File: config.mk
export PLATFORM = sky130hd
export DESIGN_NAME = cmd_mailbox
export DESIGN_NICKNAME = d
export VERILOG_FILES = /design/src/rtl/mbox_pkg.sv /design/src/rtl/mbox_cmd_queue.sv /design/src/rtl/mbox_result_regs.sv /design/src/rtl/mbox_irq_ctrl.sv /design/src/rtl/cmd_mailbox.sv
export SDC_FILE = /design/constraint.sdc
export NUM_CORES = 2
export LEC_CHECK = 0
export ABC_AREA = 1
export BUFFER_PORTS_ARGS = -buffer_cell sky130_fd_sc_hd__buf_2
export CORE_ASPECT_RATIO = 1.25
export CORE_MARGIN = 10
export CORE_UTILIZATION = 43
export CTS_BUF_LIST = sky130_fd_sc_hd__clkbuf_8
export CTS_CLUSTER_DIAMETER = 80
export DETAILED_ROUTE_END_ITERATION = 6
export PLACE_DENSITY_LB_ADDON = 0.3
export SYNTH_ARGS = -nofsm -noshare
export SYNTH_HDL_FRONTEND = slang
export SYNTH_SLANG_ARGS = --single-unit
File: constraint.sdc
create_clock -name clk_i -period 25.2 [get_ports clk_i]
set_clock_uncertainty 0.05 [all_clocks]
set_input_delay 2.52 -clock clk_i [delete_from_list [all_inputs] [get_ports clk_i]]
set_output_delay 2.52 -clock clk_i [all_outputs]
set_load 0.02 [all_outputs]
File: src/rtl/mbox_pkg.sv
package mbox_pkg;
  localparam int unsigned DW       = 32;
  localparam int unsigned AW       = 8;
  localparam int unsigned NUM_ARGS = 16;
  localparam int unsigned NUM_STAT = 16;

  // word offsets (byte offset / 4)
  localparam int unsigned W_CMD   = 16;
  localparam int unsigned W_RET   = 32;
  localparam int unsigned W_STAT0 = 33;
  localparam int unsigned W_QSTAT = 49;
  localparam int unsigned W_FLAGS = 50;
  localparam int unsigned W_MASK  = 51;

  localparam int unsigned BIT_DONE  = 0;
  localparam int unsigned BIT_DROP  = 17;
  localparam int unsigned BIT_FULL  = 18;
  localparam int unsigned BIT_READY = 8;

  typedef struct packed {
    logic full;
    logic drop;
    logic done;
  } irq_vec_t;

  function automatic logic [DW-1:0] irq_to_word(irq_vec_t v);
    logic [DW-1:0] w;
    w           = '0;
    w[BIT_DONE] = v.done;
    w[BIT_DROP] = v.drop;
    w[BIT_FULL] = v.full;
    return w;
  endfunction
endpackage

File: src/rtl/mbox_cmd_queue.sv
module mbox_cmd_queue #(
  parameter int unsigned DW       = 32,
  parameter int unsigned NUM_ARGS = 16,
  parameter int unsigned DEPTH    = 4,
  localparam int unsigned CW      = $clog2(DEPTH + 1),
  localparam int unsigned PW      = (DEPTH > 1) ? $clog2(DEPTH) : 1
) (
  input  logic                   clk_i,
  input  logic                   rst_ni,
  input  logic                   push_i,
  input  logic [DW-1:0]          cmd_i,
  input  logic [NUM_ARGS*DW-1:0] args_i,
  input  logic                   pop_i,
  input  logic                   done_i,
  output logic [CW-1:0]          count_o,
  output logic                   drop_o,
  output logic                   full_set_o,
  output logic                   done_ok_o,
  output logic                   head_valid_o,
  output logic [DW-1:0]          head_cmd_o,
  output logic [NUM_ARGS*DW-1:0] head_args_o
);
  logic [DW-1:0]          cmd_mem [DEPTH];
  logic [NUM_ARGS*DW-1:0] arg_mem [DEPTH];
  logic [PW-1:0]          wr_ptr_q, iss_ptr_q;
  logic [CW-1:0]          count_q, svc_q, count_nxt, svc_nxt;
  logic                   accept, pop_ok, done_ok;

  function automatic logic [PW-1:0] ptr_inc(logic [PW-1:0] p);
    return (p == PW'(DEPTH - 1)) ? '0 : p + 1'b1;
  endfunction

  // count covers popped-but-incomplete entries; slot freed only on completion
  assign accept    = push_i && (count_q != CW'(DEPTH));
  assign drop_o    = push_i && (count_q == CW'(DEPTH));
  assign pop_ok    = pop_i && (count_q > svc_q);
  assign done_ok   = done_i && (svc_q != '0);
  assign count_nxt = count_q + CW'(accept) - CW'(done_ok);
  assign svc_nxt   = svc_q + CW'(pop_ok) - CW'(done_ok);

  assign full_set_o   = accept && (count_nxt == CW'(DEPTH));
  assign done_ok_o    = done_ok;
  assign count_o      = count_q;
  assign head_valid_o = count_q > svc_q;
  assign head_cmd_o   = cmd_mem[iss_ptr_q];
  assign head_args_o  = arg_mem[iss_ptr_q];

  always_ff @(posedge clk_i) begin
    if (accept) begin
      cmd_mem[wr_ptr_q] <= cmd_i;
      arg_mem[wr_ptr_q] <= args_i;
    end
  end

  always_ff @(posedge clk_i or negedge rst_ni) begin
    if (!rst_ni) begin
      wr_ptr_q  <= '0;
      iss_ptr_q <= '0;
      count_q   <= '0;
      svc_q     <= '0;
    end else begin
      if (accept) wr_ptr_q  <= ptr_inc(wr_ptr_q);
      if (pop_ok) iss_ptr_q <= ptr_inc(iss_ptr_q);
      count_q <= count_nxt;
      svc_q   <= svc_nxt;
    end
  end

  assert_count_bound_R3: assert property (@(posedge clk_i) disable iff (!rst_ni)
    count_q <= CW'(DEPTH));
  assert_drop_keeps_count_R4: assert property (@(posedge clk_i) disable iff (!rst_ni)
    (push_i && count_q == CW'(DEPTH) && !done_ok) |=> count_q == CW'(DEPTH));
  assert_full_reached_R5: assert property (@(posedge clk_i) disable iff (!rst_ni)
    full_set_o |=> count_q == CW'(DEPTH));
  assert_svc_le_count_R11: assert property (@(posedge clk_i) disable iff (!rst_ni)
    svc_q <= count_q);
endmodule

File: src/rtl/mbox_result_regs.sv
module mbox_result_regs #(
  parameter int unsigned DW       = 32,
  parameter int unsigned NUM_STAT = 16
) (
  input  logic                   clk_i,
  input  logic                   rst_ni,
  input  logic                   load_i,
  input  logic [DW-1:0]          ret_i,
  input  logic [NUM_STAT*DW-1:0] stat_i,
  output logic [DW-1:0]          ret_o,
  output logic [NUM_STAT*DW-1:0] stat_o
);
  always_ff @(posedge clk_i or negedge rst_ni) begin
    if (!rst_ni) begin
      ret_o  <= '0;
      stat_o <= '0;
    end else if (load_i) begin
      ret_o  <= ret_i;
      stat_o <= stat_i;
    end
  end

  assert_capture_ret_R6: assert property (@(posedge clk_i) disable iff (!rst_ni)
    load_i |=> ret_o == $past(ret_i));
  assert_hold_ret_R11: assert property (@(posedge clk_i) disable iff (!rst_ni)
    !load_i |=> $stable(ret_o));
endmodule

File: src/rtl/mbox_irq_ctrl.sv
module mbox_irq_ctrl
  import mbox_pkg::*;
(
  input  logic     clk_i,
  input  logic     rst_ni,
  input  irq_vec_t ev_i,
  input  logic     clr_we_i,
  input  irq_vec_t clr_i,
  input  logic     mask_we_i,
  input  irq_vec_t mask_i,
  output irq_vec_t flags_o,
  output irq_vec_t mask_o,
  output logic     irq_o
);
  irq_vec_t flags_q, mask_q, clr_eff;

  assign clr_eff = clr_we_i ? clr_i : irq_vec_t'('0);

  always_ff @(posedge clk_i or negedge rst_ni) begin
    if (!rst_ni) begin
      flags_q <= '0;
      mask_q  <= '1;
    end else begin
      flags_q <= irq_vec_t'((flags_q & ~clr_eff) | ev_i); // event wins over clear
      if (mask_we_i) mask_q <= mask_i;
    end
  end

  assign flags_o = flags_q;
  assign mask_o  = mask_q;
  assign irq_o   = |(flags_q & ~mask_q);

  assert_done_flag_R6: assert property (@(posedge clk_i) disable iff (!rst_ni)
    ev_i.done |=> flags_q.done);
  assert_drop_flag_R4: assert property (@(posedge clk_i) disable iff (!rst_ni)
    ev_i.drop |=> flags_q.drop);
  assert_w1c_R7: assert property (@(posedge clk_i) disable iff (!rst_ni)
    (clr_we_i && clr_i.done && !ev_i.done) |=> !flags_q.done);
  assert_masked_quiet_R8: assert property (@(posedge clk_i) disable iff (!rst_ni)
    (mask_q == irq_vec_t'('1)) |-> !irq_o);
endmodule

File: src/rtl/cmd_mailbox.sv
module cmd_mailbox
  import mbox_pkg::*;
#(
  parameter int unsigned DEPTH = 4,
  localparam int unsigned CW   = $clog2(DEPTH + 1),
  localparam int unsigned WAW  = AW - 2
) (
  input  logic                   clk_i,
  input  logic                   rst_ni,
  input  logic [AW-1:0]          addr_i,
  input  logic                   wr_i,
  input  logic                   rd_i,
  input  logic [DW-1:0]          wdata_i,
  output logic [DW-1:0]          rdata_o,
  output logic                   irq_o,
  input  logic                   cp_ready_i,
  output logic                   cp_cmd_valid_o,
  output logic [DW-1:0]          cp_cmd_o,
  output logic [NUM_ARGS*DW-1:0] cp_args_o,
  input  logic                   cp_pop_i,
  input  logic                   cp_done_i,
  input  logic [DW-1:0]          cp_retcode_i,
  input  logic [NUM_STAT*DW-1:0] cp_status_i
);
  logic [WAW-1:0]         waddr;
  logic                   aligned;
  logic [DW-1:0]          args_q [NUM_ARGS];
  logic [NUM_ARGS*DW-1:0] args_flat;
  logic [DW-1:0]          ret_w;
  logic [NUM_STAT*DW-1:0] stat_w;
  logic [CW-1:0]          q_count;
  logic                   q_drop, q_full_set, q_done_ok, push;
  irq_vec_t               ev, wr_bits, flags, mask;
  logic [DW-1:0]          qstat_word, rd_mux, rdata_q;

  assign waddr   = addr_i[AW-1:2];
  assign aligned = addr_i[1:0] == 2'b00;
  assign push    = wr_i && aligned && (waddr == WAW'(W_CMD));

  for (genvar g = 0; g < NUM_ARGS; g++) begin : g_arg
    always_ff @(posedge clk_i or negedge rst_ni) begin
      if (!rst_ni) args_q[g] <= '0;
      else if (wr_i && aligned && waddr == WAW'(g)) args_q[g] <= wdata_i;
    end
    assign args_flat[g*DW +: DW] = args_q[g];
  end

  mbox_cmd_queue #(.DW(DW), .NUM_ARGS(NUM_ARGS), .DEPTH(DEPTH)) u_queue (
    .clk_i       (clk_i),
    .rst_ni      (rst_ni),
    .push_i      (push),
    .cmd_i       (wdata_i),
    .args_i      (args_flat),
    .pop_i       (cp_pop_i),
    .done_i      (cp_done_i),
    .count_o     (q_count),
    .drop_o      (q_drop),
    .full_set_o  (q_full_set),
    .done_ok_o   (q_done_ok),
    .head_valid_o(cp_cmd_valid_o),
    .head_cmd_o  (cp_cmd_o),
    .head_args_o (cp_args_o)
  );

  mbox_result_regs #(.DW(DW), .NUM_STAT(NUM_STAT)) u_result (
    .clk_i (clk_i),
    .rst_ni(rst_ni),
    .load_i(q_done_ok),
    .ret_i (cp_retcode_i),
    .stat_i(cp_status_i),
    .ret_o (ret_w),
    .stat_o(stat_w)
  );

  assign ev.done      = q_done_ok;
  assign ev.drop      = q_drop;
  assign ev.full      = q_full_set;
  assign wr_bits.done = wdata_i[BIT_DONE];
  assign wr_bits.drop = wdata_i[BIT_DROP];
  assign wr_bits.full = wdata_i[BIT_FULL];

  mbox_irq_ctrl u_irq (
    .clk_i    (clk_i),
    .rst_ni   (rst_ni),
    .ev_i     (ev),
    .clr_we_i (wr_i && aligned && waddr == WAW'(W_FLAGS)),
    .clr_i    (wr_bits),
    .mask_we_i(wr_i && aligned && waddr == WAW'(W_MASK)),
    .mask_i   (wr_bits),
    .flags_o  (flags),
    .mask_o   (mask),
    .irq_o    (irq_o)
  );

  always_comb begin
    qstat_word            = '0;
    qstat_word[CW-1:0]    = q_count;
    qstat_word[BIT_READY] = cp_ready_i;
  end

  always_comb begin
    rd_mux = '0;
    if (aligned) begin
      for (int i = 0; i < NUM_ARGS; i++)
        if (waddr == WAW'(i)) rd_mux = args_q[i];
      for (int i = 0; i < NUM_STAT; i++)
        if (waddr == WAW'(W_STAT0 + i)) rd_mux = stat_w[i*DW +: DW];
      if (waddr == WAW'(W_RET))   rd_mux = ret_w;
      if (waddr == WAW'(W_QSTAT)) rd_mux = qstat_word;
      if (waddr == WAW'(W_FLAGS)) rd_mux = irq_to_word(flags);
      if (waddr == WAW'(W_MASK))  rd_mux = irq_to_word(mask);
    end
  end

  always_ff @(posedge clk_i or negedge rst_ni) begin
    if (!rst_ni)   rdata_q <= '0;
    else if (rd_i) rdata_q <= rd_mux;
  end
  assign rdata_o = rdata_q;

  assert_valid_needs_entry_R2: assert property (@(posedge clk_i) disable iff (!rst_ni)
    cp_cmd_valid_o |-> q_count != '0);
  assert_arg_write_R1: assert property (@(posedge clk_i) disable iff (!rst_ni)
    (wr_i && addr_i == 8'h00) |=> args_q[0] == $past(wdata_i));
  assert_read_latency_R9: assert property (@(posedge clk_i) disable iff (!rst_ni)
    !rd_i |=> $stable(rdata_o));
endmodule

==> summary.txt <==
Yosys
  – Async set-reset flop share out of synthesis: 0.337
  – Yosys cell types: 40
  – Post-Synthesis Cells: 11407
  – Number of synthesized flops with an enable pin: 2176
  – Main synth FF type: edfxtp_1
  – Post-synthesis sequential area ratio: 0.724
  – FF+latch count, synth: 3280
  – Mean cell area of the mapped netlist: 11.3 um2
  – Yosys warns: 0
  – Syn_nets: 12012
  – Cell area after synthesis: 128000 um2

Hold path
  – Worst hold start: rdata_o[15]$_DFFE_PN0P_
  – WHS Path Cells: 2
  – Worst min-delay path category: flop to flop
  – Worst Hold End: rdata_o[15]$_DFFE_PN0P_

Clocking
  – Cts bufs inserted: 527
  – Clk slew on worst S/H paths: 0.07 ns
  – CTS sink cnt: 3280
  – Maximum clock insertion buffer count: 4
  – CTS H-tree lvls: 6
  – Skew-Pair Late Insertion Delay: 1.09 ns
  – Postcts setup bufs: 0
  – Hold_buf cts: 0
  – Cts repair resizes: 0
  – Clock Tree Root: clkbuf_8
  – CTS tree: built

Timing
  – Max-slew headroom: 0.147
  – Final setup viols: 0
  – Fin. max-slew vios: 0
  – Final Hold Viols: 0
  – Hold_ws: around 0.43 ns
  – RSZ-0062 raised after global routing: no
  – Fin crit share: 0.333
  – Worst Tran Pin Value: 1.28 ns
  – Peak Freq: about 120 MHz
  – Fin crit period: 8.39 ns

Placed design
  – Port Buffers: 1168
  – Hpwl dp: 377000 um
  – Dpl cells: 15931
  – Routability cong.: 0.980
  – DP Area: 138000 um2

Route
  – Number of vias per cell: 5.66
  – Iter 0 DRT Violations: 12105
  – Post-route ant nets: 0
  – Drt first pass iters: 7
  – Routed WL: roughly 530000 um
  – Total number of vias: 95694
  – Remaining DRCs: 6
  – Drt wl/cell: 31.2 um

Finish
  – Most common cell after layout, fill and taps aside: nand2_1
  – Highest-count cells in the layout ignoring fill and taps: nand2_1, edfxtp_1, o21ai_0
  – Layout Nets: approximately 13000
  – Layout cells sized above 1: 0.161
  – FILL cells: 27001
  – Final cell count without fillers: 16898
  – Area delta synth->final: 15.0%
  – Post-route cell area: 148000 um2

Pwr
  – Seq pwr share: 0.413
  – Leakage: 0.0594 uW
  – Maximum vdd drop: 0.0815 mV
  – Clock Power Share: 0.279
  – Net Sw Frac: 0.395
  – Comb pwr share: 0.308
  – Sw power: 6160 uW
  – Internal power: about 9400 uW
  – Pwr Density: 106 nW/um2

Die
  – Total core area: 298000 um2
  – Die Y: ~630 um
  – IO Pins: 1169
  – Die X: 509 um
  – Std-Cell Rows: 224
  – DIE AREA: around 320000 um2
  – Initial Utilization: 0.432

Critical path
  – Crit Path Max Fanout: 136
  – WP data required: 22.63 ns
  – Crit path DAT: between 5 and 6 ns
  – Kind of start point of the critical path: flop
  – Setup CP Type: flop to output port
  – FF-to-FF End: u_queue.arg_mem[1][6]$_DFFE_PP_
  – Worst R2R Path Depth: 10
  – R2R setup slack: 20.28 ns
  – Worst R2R Start: u_queue.count_o[1]$_DFF_PN0_
  – Crit path capture type: output port

Global routing
  – Gr ovfl total: 0
  – Vias in the first global route: 91302
  – Global-route wire length before repair: 716000 um
  – Initial antenna violation count: around 160
  – Largest net degree at the start of global routing: between 200 and 250
  – Global-route usage over all layers: 0.317

Run status
  – Outcome: finished, violations left
  – Failing checks: design-rule violations

Run
  – Max cap viols: 0
==> state kept, by name (all words and copies together) (netlist names), 3 cells and up <==
signal           flops
u_queue.arg_mem   2048
args_flat          512
u_result.stat_o    512
u_queue.cmd_mem    128
rdata_o             32
u_result.ret_o      32
u_irq.flags_o        3
u_irq.mask_o         3
u_queue.count_o      3
u_queue.svc_q        3
==> worst max path at each step <==
stage	startpoint	endpoint
after floorplan	addr_i[2]	u_queue.arg_mem[0][0]$_DFFE_PP_
after global placement	addr_i[1]	u_queue.arg_mem[1][51]$_DFFE_PP_
after detailed placement	addr_i[1]	u_queue.arg_mem[1][40]$_DFFE_PP_
after CTS	u_queue.iss_ptr_q[0]$_DFFE_PN0P_	cp_args_o[225]
after global routing	u_queue.iss_ptr_q[0]$_DFFE_PN0P_	cp_args_o[217]
final	u_queue.iss_ptr_q[0]$_DFFE_PN0P_	cp_args_o[282]
==> critical path: stages (launching register included) <==
cell and delay (ns):
dfrtp_4 0.64, inv_8 0.56, buf_4 0.86, buf_4 0.75
buf_4 0.85, o21ai_0 0.24, o22ai_1 0.27, buf_2 0.23
==> stage by stage <==
| stage | util | setup slack (ns) | TNS (ns) | power, uW |
|---|---|---|---|---|
| after floorplan | - | -2.26 | -4908.62 | 9010 |
| after global placement | 0.463 | 17.18 | 0 | 11300 |
| after detailed placement | 0.463 | 17.19 | 0 | 11300 |
| after CTS | 0.496 | 16.80 | 0 | 15600 |
| after global routing | 0.496 | 16.53 | 0 | 16200 |
| final | 0.496 | 16.81 | 0 | 15600 |
==> power groups by stage <==
stage / clock network (uW) / logic (uW) / registers (uW)
floorplan: 0 / 2650 / 6350
global placement: 0 / 4760 / 6540
detailed placement: 0 / 4800 / 6540
CTS: 4380 / 4810 / 6440
global route: 4630 / 5130 / 6470
finish: 4350 / 4800 / 6450
==> synth_stat cells (3+ instances only) <==
cell type	instances	area share
nor3_1	6	0.00023
nand2_1	2668	0.078
dfstp_2	3	0.00061
buf_2	14	0.00055
buf_1	25	0.00073
clkinv_1	6	0.00018
nor2_1	1415	0.041
inv_2	11	0.00032
inv_1	399	0.012
clkbuf_1	676	0.020
o21ai_1	29	0.0011
o221ai_1	9	0.00061
edfxtp_1	2176	0.51
nor2_4	3	0.00026
o21ai_0	1746	0.068
ha_1	12	0.0012
or2_0	7	0.00034
o22ai_1	547	0.027
o211ai_1	13	0.00076
nor2_2	5	0.00024
o2111ai_1	5	0.00034
a21oi_1	237	0.0092
nand4_1	188	0.0092
buf_6	6	0.00053
or2_2	23	0.0011
nand3_1	60	0.0023
dfrtp_1	1101	0.21
==> final cells by class <==
cell class	instances	area (um2)	area share
Timing Repair Buffer	1291	6910	0.0468
Clock buffer	580	7980	0.0541
Clock inverter	338	1770	0.0120
Tap cell	3955	4950	0.0335
Sequential cell	3280	93000	0.630
Antenna cell	49	123	0.000830
Multi-Input combinational cell	6988	31300	0.212
Inverter	417	1600	0.0108
==> cell families (layout without fill, tap and decap cells) <==
logic type / after synthesis / in the layout / synth area share
and+or+nand+nor: 4382 / 4382 / 0.134
adders and majority gates: 14 / 14 / 0.00148
buffers and inverters: 1139 / 2626 / 0.0339
other: 0 / 49 / 0
DFF: 3280 / 3280 / 0.724
AOI/OAI and AO/OA: 2589 / 2589 / 0.107
xor gates and xnor gates: 3 / 3 / 0.000205
==> per-layer routing <==
layer  wire, um  GRT usage
met5        141          0
met4      48000      0.238
met3      47600     0.0719
met2     255000      0.527
met1     177000      0.356
Power figures use the tool's default switching activity.
